===== config.mk =====
export PLATFORM = sky130hd
export DESIGN_NAME = trap_entry_seq
export DESIGN_NICKNAME = d
export VERILOG_FILES = /design/src/rtl/trap_pkg.sv /design/src/rtl/trap_stack.sv /design/src/rtl/trap_cwp_adj.sv /design/src/rtl/trap_vector.sv /design/src/rtl/trap_entry_seq.sv
export SDC_FILE = /design/constraint.sdc
export NUM_CORES = 1
export LEC_CHECK = 0
export ABC_AREA = 1
export ABC_CLOCK_PERIOD_IN_PS = 12250
export BUFFER_PORTS_ARGS = -buffer_cell sky130_fd_sc_hd__buf_2
export CORE_AREA = 3 3 278 280
export DETAILED_ROUTE_END_ITERATION = 6
export DIE_AREA = 0 0 281 283
export SYNTH_ARGS = -nofsm -noshare
export SYNTH_HDL_FRONTEND = slang
export SYNTH_SLANG_ARGS = --single-unit

===== constraint.sdc =====
create_clock -name clk -period 12.25 [get_ports clk]
set_input_delay 1.8375 -clock clk [delete_from_list [all_inputs] [get_ports clk]]
set_output_delay 1.8375 -clock clk [all_outputs]
set_load 0.01 [all_outputs]

===== src/rtl/trap_pkg.sv =====
// Shared types for the trap entry sequencer.
// Assumes a 10-bit processor-state word laid out as the struct below.
package trap_pkg;
    typedef struct packed {
        logic [1:0] mm;    // memory model
        logic       tle;   // trap little-endian
        logic       cle;   // current little-endian
        logic       ag;    // alternate globals
        logic       ie;    // interrupt enable
        logic       priv;  // privileged
        logic       am;    // address mask
        logic       pef;   // FPU enable
        logic       red;   // red state
    } pstate_t;

    localparam int TT_W   = 9;
    localparam int ADDR_W = 64;
endpackage


===== src/rtl/trap_stack.sv =====
// Per-level storage of saved PC, nPC and trap type.
// Level 0 is never written. Reads outside 1..MAX_TL return zero.
module trap_stack #(
    parameter int MAX_TL = 5,
    parameter int TL_W   = 3
) (
    input  logic                        clk,
    input  logic                        rst_n,
    input  logic                        we,
    input  logic [TL_W-1:0]             wlvl,
    input  logic [trap_pkg::ADDR_W-1:0] wpc,
    input  logic [trap_pkg::ADDR_W-1:0] wnpc,
    input  logic [trap_pkg::TT_W-1:0]   wtt,
    input  logic [TL_W-1:0]             rlvl,
    output logic [trap_pkg::ADDR_W-1:0] rpc,
    output logic [trap_pkg::ADDR_W-1:0] rnpc,
    output logic [trap_pkg::TT_W-1:0]   rtt
);
    logic [trap_pkg::ADDR_W-1:0] pc_q  [MAX_TL];
    logic [trap_pkg::ADDR_W-1:0] npc_q [MAX_TL];
    logic [trap_pkg::TT_W-1:0]   tt_q  [MAX_TL];

    for (genvar g = 0; g < MAX_TL; g++) begin : g_lvl
        // Entry g holds level g+1; cleared on reset, loaded when selected.
        always_ff @(posedge clk) begin
            if (!rst_n) begin
                pc_q[g]  <= '0;
                npc_q[g] <= '0;
                tt_q[g]  <= '0;
            end else if (we && wlvl == TL_W'(g + 1)) begin
                pc_q[g]  <= wpc;
                npc_q[g] <= wnpc;
                tt_q[g]  <= wtt;
            end
        end
    end

    // Read mux by level.
    always_comb begin
        rpc  = '0;
        rnpc = '0;
        rtt  = '0;
        for (int i = 0; i < MAX_TL; i++) begin
            if (rlvl == TL_W'(i + 1)) begin
                rpc  = pc_q[i];
                rnpc = npc_q[i];
                rtt  = tt_q[i];
            end
        end
    end
endmodule


===== src/rtl/trap_cwp_adj.sv =====
// Window-pointer adjustment by trap-type range.
// Assumes the window count is a power of two, so truncation is the modulo.
module trap_cwp_adj #(
    parameter int CWP_W = 3
) (
    input  logic [trap_pkg::TT_W-1:0] tt,
    input  logic [CWP_W-1:0]          cwp,
    input  logic [CWP_W-1:0]          cansave,
    output logic [CWP_W-1:0]          cwp_out
);
    localparam logic [CWP_W-1:0] ONE = CWP_W'(1);
    localparam logic [CWP_W-1:0] TWO = CWP_W'(2);

    // Select clean, spill, fill or pass-through.
    always_comb begin
        if (tt == 9'h024)
            cwp_out = cwp + ONE;
        else if (tt[8:6] == 3'b010)
            cwp_out = cwp + cansave + TWO;
        else if (tt[8:6] == 3'b011)
            cwp_out = cwp - ONE;
        else
            cwp_out = cwp;
    end
endmodule


===== src/rtl/trap_vector.sv =====
// Handler PC / nPC from base address, nested flag and trap type.
// Assumes 64-bit addresses; the entry spacing is 32 bytes.
module trap_vector (
    input  logic [trap_pkg::ADDR_W-1:0] base,
    input  logic                        nested,
    input  logic [trap_pkg::TT_W-1:0]   tt,
    output logic [trap_pkg::ADDR_W-1:0] hpc,
    output logic [trap_pkg::ADDR_W-1:0] hnpc
);
    // Concatenate the table slot address and its second word.
    always_comb begin
        hpc  = {base[63:15], nested, tt, 5'b00000};
        hnpc = {base[63:15], nested, tt, 5'b00100};
    end
endmodule


===== src/rtl/trap_entry_seq.sv =====
// Trap entry sequencer: on an accepted request, pushes PC/nPC/type at the
// next level, forces the processor-state word, adjusts the window pointer
// and presents the handler target on a one-cycle strobe.
// Assumes NWIN is a power of two and trap return is handled elsewhere.
module trap_entry_seq #(
    parameter int MAX_TL = 5,
    parameter int NWIN   = 8,
    parameter int CWP_W  = $clog2(NWIN),
    parameter int TL_W   = $clog2(MAX_TL + 1)
) (
    input  logic             clk,
    input  logic             rst_n,
    input  logic             trap_req,
    input  logic [8:0]       trap_type,
    input  logic [63:0]      cur_pc,
    input  logic [63:0]      cur_npc,
    input  logic [63:0]      trap_base,
    input  logic [CWP_W-1:0] cur_cwp,
    input  logic [CWP_W-1:0] cansave,
    input  logic [9:0]       cur_pstate,
    input  logic             fpu_present,
    input  logic [TL_W-1:0]  rd_lvl,
    output logic [TL_W-1:0]  tl,
    output logic             err_mode,
    output logic             redir_valid,
    output logic [63:0]      redir_pc,
    output logic [63:0]      redir_npc,
    output logic [CWP_W-1:0] new_cwp,
    output logic [9:0]       new_pstate,
    output logic [63:0]      rd_tpc,
    output logic [63:0]      rd_tnpc,
    output logic [8:0]       rd_tt
);
    import trap_pkg::*;

    localparam logic [TL_W-1:0] TL_TOP = TL_W'(MAX_TL);

    logic [TL_W-1:0]  tl_q;
    logic             err_q;
    logic             take, overflow;
    logic [63:0]      hpc, hnpc;
    logic [CWP_W-1:0] cwp_n;
    pstate_t          ps_in, ps_n;

    assign take     = trap_req && !err_q && (tl_q != TL_TOP);
    assign overflow = trap_req && !err_q && (tl_q == TL_TOP);
    assign ps_in    = pstate_t'(cur_pstate);

    // Force the handler configuration of the state word.
    always_comb begin
        ps_n      = ps_in;
        ps_n.red  = 1'b0;
        ps_n.pef  = fpu_present;
        ps_n.am   = 1'b0;
        ps_n.priv = 1'b1;
        ps_n.ie   = 1'b0;
        ps_n.ag   = 1'b1;
        ps_n.cle  = ps_in.tle;
    end

    trap_stack #(.MAX_TL(MAX_TL), .TL_W(TL_W)) u_stack (
        .clk  (clk),
        .rst_n(rst_n),
        .we   (take),
        .wlvl (tl_q + TL_W'(1)),
        .wpc  (cur_pc),
        .wnpc (cur_npc),
        .wtt  (trap_type),
        .rlvl (rd_lvl),
        .rpc  (rd_tpc),
        .rnpc (rd_tnpc),
        .rtt  (rd_tt)
    );

    trap_cwp_adj #(.CWP_W(CWP_W)) u_cwp (
        .tt     (trap_type),
        .cwp    (cur_cwp),
        .cansave(cansave),
        .cwp_out(cwp_n)
    );

    trap_vector u_vec (
        .base  (trap_base),
        .nested(tl_q != '0),
        .tt    (trap_type),
        .hpc   (hpc),
        .hnpc  (hnpc)
    );

    // Trap level and sticky error mode.
    always_ff @(posedge clk) begin
        if (!rst_n) begin
            tl_q  <= '0;
            err_q <= 1'b0;
        end else begin
            if (take)     tl_q  <= tl_q + TL_W'(1);
            if (overflow) err_q <= 1'b1;
        end
    end

    // Redirect strobe and registered results.
    always_ff @(posedge clk) begin
        if (!rst_n) begin
            redir_valid <= 1'b0;
            redir_pc    <= '0;
            redir_npc   <= '0;
            new_cwp     <= '0;
            new_pstate  <= '0;
        end else begin
            redir_valid <= take;
            if (take) begin
                redir_pc   <= hpc;
                redir_npc  <= hnpc;
                new_cwp    <= cwp_n;
                new_pstate <= ps_n;
            end
        end
    end

    assign tl       = tl_q;
    assign err_mode = err_q;
endmodule


* Yosys cells after proc, flatten, opt, wreduce, memory -nomap -nowiden *
Memory sizes are Yosys's and may differ from the RTL's.
Cells that the tools add are included.

word-level totals
  memories kept = 3
  logic and storage cells = 104
  input port bits = 224
  flip-flop bits (word level) = 134
  memory bits (writable) = 685

operators by class
  equality and inequality tests = 15
  add/sub/neg operators = 5
  bitwise gates (word level) = 15
  muxes and demuxes = 49
  reductions and logical operators = 10

memory list
  memory         depth  width  read ports  clocked after Yosys merged registers in  wr ports  RTL line          source
  u_stack.npc_q  5      64     5           0                                        5         trap_stack.sv:20  logic [trap_pkg::ADDR_W-1:0] npc_q [MAX_TL];
  u_stack.pc_q   5      64     5           0                                        5         trap_stack.sv:19  logic [trap_pkg::ADDR_W-1:0] pc_q [MAX_TL];
  u_stack.tt_q   5      9      5           0                                        5         trap_stack.sv:21  logic [trap_pkg::TT_W-1:0] tt_q [MAX_TL];

operators with widths
  operator                                                                number
  64-bit 2-to-1 mux                                                       20
  9-bit 2-to-1 mux                                                        10
  3-bit by 2-bit equality test with 1-bit output (second input constant)  6
  1-bit 2-to-1 mux                                                        16
  3-bit equality test (second input constant)                             5
  1-bit OR                                                                15
  9-bit by 6-bit equality test with 1-bit output (second input constant)  1
  3-bit 2-to-1 mux                                                        3
  1-bit logical AND                                                       8
  3-bit by 1-bit adder with 3-bit output (second input constant)          2
  3-bit by 1-bit equality test with 1-bit output (second input constant)  2
  3-bit by 2-bit adder with 3-bit output (second input constant)          1
  3-bit adder                                                             1
  3-bit != test (second input constant)                                   1
  3-bit nonzero test                                                      1
  3-bit by 1-bit subtractor with 3-bit output (second input constant)     1
  1-bit logical NOT                                                       1

* Logic depth before layout (Yosys ltp) *
Gate-level depths: netlist of run 1.

  word-level depth = 8
  depth in mapped cells = 10
  gate-level depth less buffers = 9

* Cells and area by module *
From an unflattened synthesis of run 1, not the netlist that was laid out.

unflattened totals
  cells, all modules = 4,091
  area total of the unflattened synthesis = 38,094.0 um^2

modules (own cells, without submodules)
  module          instances  area an instance (um^2)  cells each  sequential area each (um^2)
  trap_stack      1          30,397.9                 2,967       20,569.7
  trap_entry_seq  1          6,399.9                  932         2,822.7
  trap_vector     1          968.4                    130         0.0
  trap_cwp_adj    1          327.8                    62          0.0

* Worst setup path before layout of run 1 *
Ideal clock, no wire load.

  path kind = input -> register
  start = input trap_req
  end = memory u_stack.npc_q[3][0] (netlist name), enable pin
  path buffers = 2
  data arrival time = 5,423 ps
  required time = 11,748 ps
  library setup time = 502 ps
  stages = 6
  slack = 6,326 ps
  cells stage by stage = nand3_1 > buf_4 > inv_2 > buf_2 > nand3_1 > nand2_1

RTL lines
  what             RTL line              source
  start, declared  trap_entry_seq.sv:13  input logic trap_req,
  end, declared    trap_stack.sv:20

* Final worst setup path of run 1 *
  start = input rd_lvl[0]
  end = output rd_tnpc[31]

between the ends
  word-level cells in the longest chain between the ends = 6
  elaborated cells on any way between the ends = 10
  classes of those cells = eq/ne (5); mux (5)

ends and longest elaborated chain
  what                                            RTL line              source
  start, declared                                 trap_entry_seq.sv:22  input logic [TL_W-1:0] rd_lvl,
  3-bit by 1-bit equality test with 1-bit output  trap_stack.sv:44      if (rlvl == TL_W'(i + 1)) begin
  64-bit 2-to-1 mux (4 in series)                 trap_stack.sv:44
  64-bit 2-to-1 mux (*)                           trap_stack.sv:44
  end, declared                                   trap_entry_seq.sv:31  output logic [63:0] rd_tnpc,

Mark *: on every way between the ends. The rest lies on a longest branch, timed or not.

==> impl_metrics.json, run 1 <==
{
  "gr-usage-all-layers": 0.2215,
  "finalNetCount": 3664,
  "globalplace.congestion": 0.9622,
  "whs_ns": 0.4872,
  "worstPathRequired_ns": 10.41,
  "post_cts_buffers": 0,
  "die_area_um2": 79520,
  "viasPerCell": 4.996,
  "crit_top_cell": "buf_2",
  "syn_area_um2": 32120,
  "synth_mux_area_frac": 0,
  "rr_worst_depth": 10,
  "die_y_um": 283,
  "cp.arrival_ns": 4.39,
  "ys.flop_type": "edfxtp_1",
  "ir_drop_v": 0.00009481,
  "slowest_stage": "buf_4",
  "synth_fa_ha_area_frac": 0.004284,
  "core.rowCount": 100,
  "postRouteAntennaNets": 0,
  "setup_ws_ns": 6.018,
  "hold_start": "new_pstate[9]",
  "power.sequential.fraction": 0.510,
  "h-tree-depth": 3,
  "cts.sinks": 757,
  "ys_seq_area_frac": 0.6852,
  "preCtsSetupSlack_ns": 5.995,
  "syn_to_final_growth_pct": 16.04,
  "worstPathMaxFanout": 78,
  "p_int_w": 0.004518,
  "numPortBuffers": 472,
  "ff2ff_setup_slack_ns": 7.80,
  "initial_utilization": 0.4301,
  "first_global_vias": 21860,
  "dp_hpwl_um": 49220,
  "timing.rr.end": "u_stack.npc_q[1][44]",
  "setup_viol": 0,
  "fin_setup_tns_ns": 0,
  "fillers": 6835,
  "critPathMaxStageDelay_ns": 0.94,
  "synthTopCellsByCount": "nor2_1, edfxtp_1, nand2_1, inv_1, o21ai_0",
  "drv_cap": 0,
  "grt_overflow_total": 0,
  "hp-class": "flop to flop",
  "holdBufCountCts": 0,
  "synth-compound-area-share": 0.05616,
  "ys_ff_latch": 757,
  "ios": 507,
  "synth.distinct_cells": 26,
  "detail_route.iter0.violations": 1574,
  "hold_viol": 0,
  "clockRootBuffer": "clkbuf_16",
  "drcViolationCount": 0,
  "synth_cells": 3080,
  "yosys.area_share.simple": 0.1715,
  "async_flop_share": 0,
  "path_buf_inv": 4,
  "synth_area_leaders": "edfxtp_1, nor2_1, nand2_1",
  "syn_area_per_cell_um2": 10.43,
  "grt_pass1_wl_um": 132900,
  "cp-end-kind": "primary output",
  "crit_chain": "buf_2 > inv_1 > nand3_4 > buf_4 > o21ai_0 > a21oi_1 > nand3_1 > buf_2",
  "leakage_nw": 16.11,
  "synth_edf_count": 685,
  "clockBufferDepth": 3,
  "die_width_um": 281,
  "cp-start-kind": "primary input",
  "wire_per_inst_um": 19.99,
  "fin_crit_sh": 0.5087,
  "core-area_um2": 74700,
  "tightest_slew_ns": 1.107,
  "setup.worst_path.class": "primary input to primary output",
  "critPathTopFamily": "buffers and inverters",
  "clock_latency_ns": 0.62,
  "synth_top_family_by_area": "simple AND/OR/NAND/NOR gates",
  "vias": 22330,
  "p_sw_w": 0.001427,
  "synth_area_leader_cell": "edfxtp_1",
  "crit_cells": 8,
  "yosysTopAreaCellShare": 0.6403,
  "max_freq_mhz": 160.5,
  "worst_clock_skew_ns": 0.03919,
  "antenna_found_initial": 5,
  "synth_xor_area_frac": 0.001597,
  "dr.pass1.iters": 5,
  "clk_pin_slew_ns": 0.06,
  "grt_max_degree": 138,
  "hold_path_depth": 2,
  "whs_endpoint": "new_pstate[9]",
  "timing.rr.start": "tl[1]",
  "cts_tree": "done",
  "yosys_warnings": 0,
  "power_frac_clock": 0.406,
  "yosysMostFrequentCell": "nor2_1",
  "grt_setup_unrepaired": "false",
  "relSlewSlack": 0.2621,
  "cts_buffers": 82,
  "report.final.slew_viol_count": 0,
  "ctsResizeCount": 0,
  "fin_crit_ns": 6.232,
  "status": "finished, final reports clean",
  "cellPowerDensity_nw_per_um2": 159.5,
  "power_frac_comb": 0.083,
  "drive_gt1_frac": 0.1835,
  "wirelength_um": 89360,
  "switching_share": 0.2401
}
## per-layer routing
layer	part of all wire	global-route usage
met2	0.48	0.3666
met3	0.068	0.04249
met4	0.026	0.06270
met1	0.43	0.2981
met5	0.00015	0
## registers in the layout, summed over array words and instances, names as in the netlist
name,count
redir_valid,1
u_stack.npc_q,320
err_mode,1
new_pstate,5
tl,3
u_stack.pc_q,320
new_cwp,3
redir_npc,59
u_stack.tt_q,45
## tightest hold or removal path: stages, from the launching register on
cell	delay (ns)
dfxtp_1	0.32
nor2_1	0.04
nor2_1	0.09
## placed cells by master, fill, tap and decap left out, types with 11 or more instances in the layout
master / Yosys / routed
edfxtp_1: 685 / 685
dfxtp_1: 72 / 72
ha_1: 11 / 11
conb_1: 1 / 12
a21oi_1: 155 / 155
nand3_1: 157 / 151
clkinv_2: 0 / 16
nor2_1: 805 / 803
o21ai_0: 196 / 196
clkinv_1: 0 / 19
buf_4: 112 / 26
inv_1: 291 / 290
buf_2: 51 / 472
clkbuf_1: 54 / 14
clkbuf_16: 0 / 83
nand2_1: 436 / 431
## through the flow
step | power (W) | instances | util | area, um^2
after floorplan | 0.003382 | 3091 | - | 32170
after global placement | 0.003583 | 4314 | 0.4635 | 34620
after detailed placement | 0.003592 | 4314 | 0.4635 | 34620
after CTS | 0.006003 | 4467 | 0.4989 | 37270
after global routing | 0.006175 | 4468 | 0.4990 | 37270
final | 0.005945 | 4470 | 0.4990 | 37280
## cells by family after synthesis
| group | after synthesis |
|---|---|
| AO/OA/AOI/OAI | 360 |
| XOR/XNOR | 5 |
| adder cells (fa/ha/maj) | 11 |
| buffers and inverters | 540 |
| flip-flops | 757 |
| other | 1 |
| AND/OR/NAND/NOR | 1406 |
## final cells by class
cell class / count / area, um^2 / area share
Clock inverter: 48 / 425.4 / 0.01141
Multi-Input combinational cell: 1794 / 7680 / 0.2060
Antenna cell: 3 / 7.507 / 0.0002014
Timing Repair Buffer: 501 / 2618 / 0.07022
Clock buffer: 105 / 2221 / 0.05958
Inverter: 293 / 1102 / 0.02957
Tap cell: 969 / 1212 / 0.03252
Sequential cell: 757 / 22010 / 0.5905
## worst max-delay path by stage
stage,startpoint,to,slack [ns]
floorplan,trap_req,u_stack.npc_q[3][0],6.33
global placement,rd_lvl[0],rd_tnpc[44],6.00
detailed placement,rd_lvl[0],rd_tnpc[44],5.99
CTS,rd_lvl[0],rd_tnpc[44],5.99
global route,rd_lvl[0],rd_tnpc[44],5.74
finish,rd_lvl[0],rd_tnpc[31],6.02
## power groups by stage
stage	combinational, W	sequential, W	clock [W]
final	0.000495	0.00303	0.00242
after global routing	0.000545	0.00305	0.00258
after CTS	0.000505	0.00303	0.00246
after detailed placement	0.000504	0.00309	0
after global placement	0.000500	0.00308	0
after floorplan	0.000277	0.00310	0
Power figures use the tool's default switching activity.
==> run 2: changes to the inputs <==
Settings changed: ABC_CLOCK_PERIOD_IN_PS 12250 to 5500, PLACE_DENSITY set to 0.65.
Clock period 12.25 ns to 5.5 ns, I/O delays scaled along.
==> impl_metrics.json, run 2 (synthesis results as in run 1) <==
{
  "status": "finished, final reports clean",
  "slowest_stage": "nor2_4",
  "ff2ff_setup_slack_ns": 2.29,
  "grt_max_degree": 138,
  "antenna_found_initial": 9,
  "drive_gt1_frac": 0.1869,
  "wl_met2_um": 43310,
  "h-tree-depth": 3,
  "ctsResizeCount": 0,
  "grt_setup_unrepaired": "false",
  "numPortBuffers": 472,
  "relSlewSlack": 0.2743,
  "wl_met3_um": 6691,
  "fin_crit_sh": 0.6763,
  "setup_ws_ns": 1.780,
  "final_common_cell": "nor2_1",
  "clock_latency_ns": 0.63,
  "setup_viol": 0,
  "top_layer_used": "met5",
  "cts.sinks": 757,
  "mostFrequentLayoutCells": "nor2_1, edfxtp_1, buf_2",
  "core-area_um2": 74700,
  "viasPerCell": 5.087,
  "critPathMaxStageDelay_ns": 0.83,
  "wirelength_um": 88710,
  "syn_to_final_growth_pct": 16.76,
  "cp.arrival_ns": 2.89,
  "drcViolationCount": 0,
  "cts_tree": "done",
  "vias": 22780,
  "leakage_nw": 16.21,
  "fillers": 6683,
  "top_regs": "u_stack.npc_q x320, u_stack.pc_q x320, redir_npc x59",
  "finalNetCount": 3675,
  "endpoint": "rd_tnpc[16]",
  "worst_clock_skew_ns": 0.03958,
  "fin_setup_tns_ns": 0,
  "timing.rr.end": "u_stack.pc_q[2][19]",
  "fin_crit_ns": 3.720,
  "max_freq_mhz": 268.9,
  "met1_length_um": 37230,
  "worstPathRequired_ns": 4.68,
  "ir_drop_v": 0.0002252,
  "globalplace.congestion": 0.7866,
  "die_area_um2": 79520,
  "die_y_um": 283,
  "gr-usage-all-layers": 0.2197,
  "rr_worst_depth": 9,
  "cp-startpoint": "rd_lvl[2]",
  "clockBufferDepth": 3,
  "clockRootBuffer": "clkbuf_16",
  "hold_viol": 0,
  "core.rowCount": 100,
  "cts_buffers": 81,
  "crit_chain": "buf_2 > inv_1 > nor2_1 > inv_1 > nor2_4 > buf_4 > nand2_1 > nand3_1 > buf_2",
  "clk_pin_slew_ns": 0.06,
  "holdBufCountCts": 0,
  "cp-start-kind": "primary input",
  "cellPowerDensity_nw_per_um2": 350.4,
  "preCtsSetupSlack_ns": 1.785,
  "wire_per_inst_um": 19.80,
  "post_cts_buffers": 0,
  "postRouteAntennaNets": 0,
  "die_width_um": 281,
  "cp-end-kind": "primary output",
  "worstPathMaxFanout": 29,
  "dp.cells": 4326,
  "drv_cap": 0,
  "timing.rr.start": "tl[1]",
  "initial_utilization": 0.4301,
  "tightest_slew_ns": 1.086,
  "ios": 507,
  "setup.worst_path.class": "primary input to primary output",
  "grt_overflow_total": 0,
  "power_w": 0.01314,
  "detail_route.iter0.violations": 1970,
  "layout.cells.non_filler": 4479,
  "first_global_vias": 22180,
  "grt_pass1_wl_um": 133000,
  "hp-class": "primary input to flop",
  "report.final.slew_viol_count": 0,
  "dr.pass1.iters": 5,
  "dp_hpwl_um": 50130
}
## run 2: cell types whose count changed in the layout (fill, tap and decap cells not counted), sizes merged
| cell | before | now |
|---|---|---|
| buf | 501 | 513 |
| clkinv | 39 | 29 |
| bufinv | 5 | 1 |
| diode | 3 | 6 |
| clkbuf | 105 | 110 |
| clkinvlp | 1 | 4 |
## run 2: per-stage QoR
step	hold slack [ns]	utilization	instance area [um^2]
2_1_floorplan	0.4879	-	32170
3_3_place_gp	0.4573	0.4674	34910
5_1_grt	0.4327	0.5019	37490
4_1_cts	0.3945	0.5019	37490
6_report	0.4444	0.5021	37510
3_5_place_dp	0.4749	0.4674	34910
## run 2: worst min path at each step
stage / cells after the start / slack [ns] / to / from
3_5_place_dp: 2 / 0.47 / new_pstate[8] / new_pstate[8]
2_1_floorplan: 2 / 0.49 / new_cwp[1] / new_cwp[1]
5_1_grt: 3 / 0.43 / redir_npc[43] / trap_base[43]
3_3_place_gp: 2 / 0.46 / new_pstate[8] / new_pstate[8]
6_report: 3 / 0.44 / new_pstate[9] / cur_pstate[9]
4_1_cts: 3 / 0.39 / new_pstate[9] / cur_pstate[9]
## run 2: power breakdown
part           internal (W)  total, W  switching (W)  leakage (nW)
logic              0.000320   0.00112       0.000797          7.21
registers           0.00665   0.00676       0.000112          7.75
clock network       0.00297   0.00527        0.00230          1.26
## run 2: final cells by class
class	instances	area [um^2]	share of cell area
flip-flops and latches	757	22010	0.5868
multi-input cells	1794	7680	0.2048
repair buffers	513	2908	0.07753
clock buffers	110	2270	0.06051
well taps	969	1212	0.03232
inverters	293	1102	0.02939
clock inverters	37	309.0	0.008240
diodes	6	15.01	0.0004003
## run 2: per-layer routing
| metal | GRT usage | up-vias |
|---|---|---|
| li1 | - | 10740 |
| met4 | 0.05277 | 4 |
| met3 | 0.04224 | 104 |
| met2 | 0.3721 | 875 |
| met5 | 0 | - |
| met1 | 0.2919 | 11060 |
## run 2: critical path: cells and delay by family
family | cells | cell delay, ns
buffers and inverters | 5 | 0.90
AND/OR/NAND/NOR | 4 | 1.16
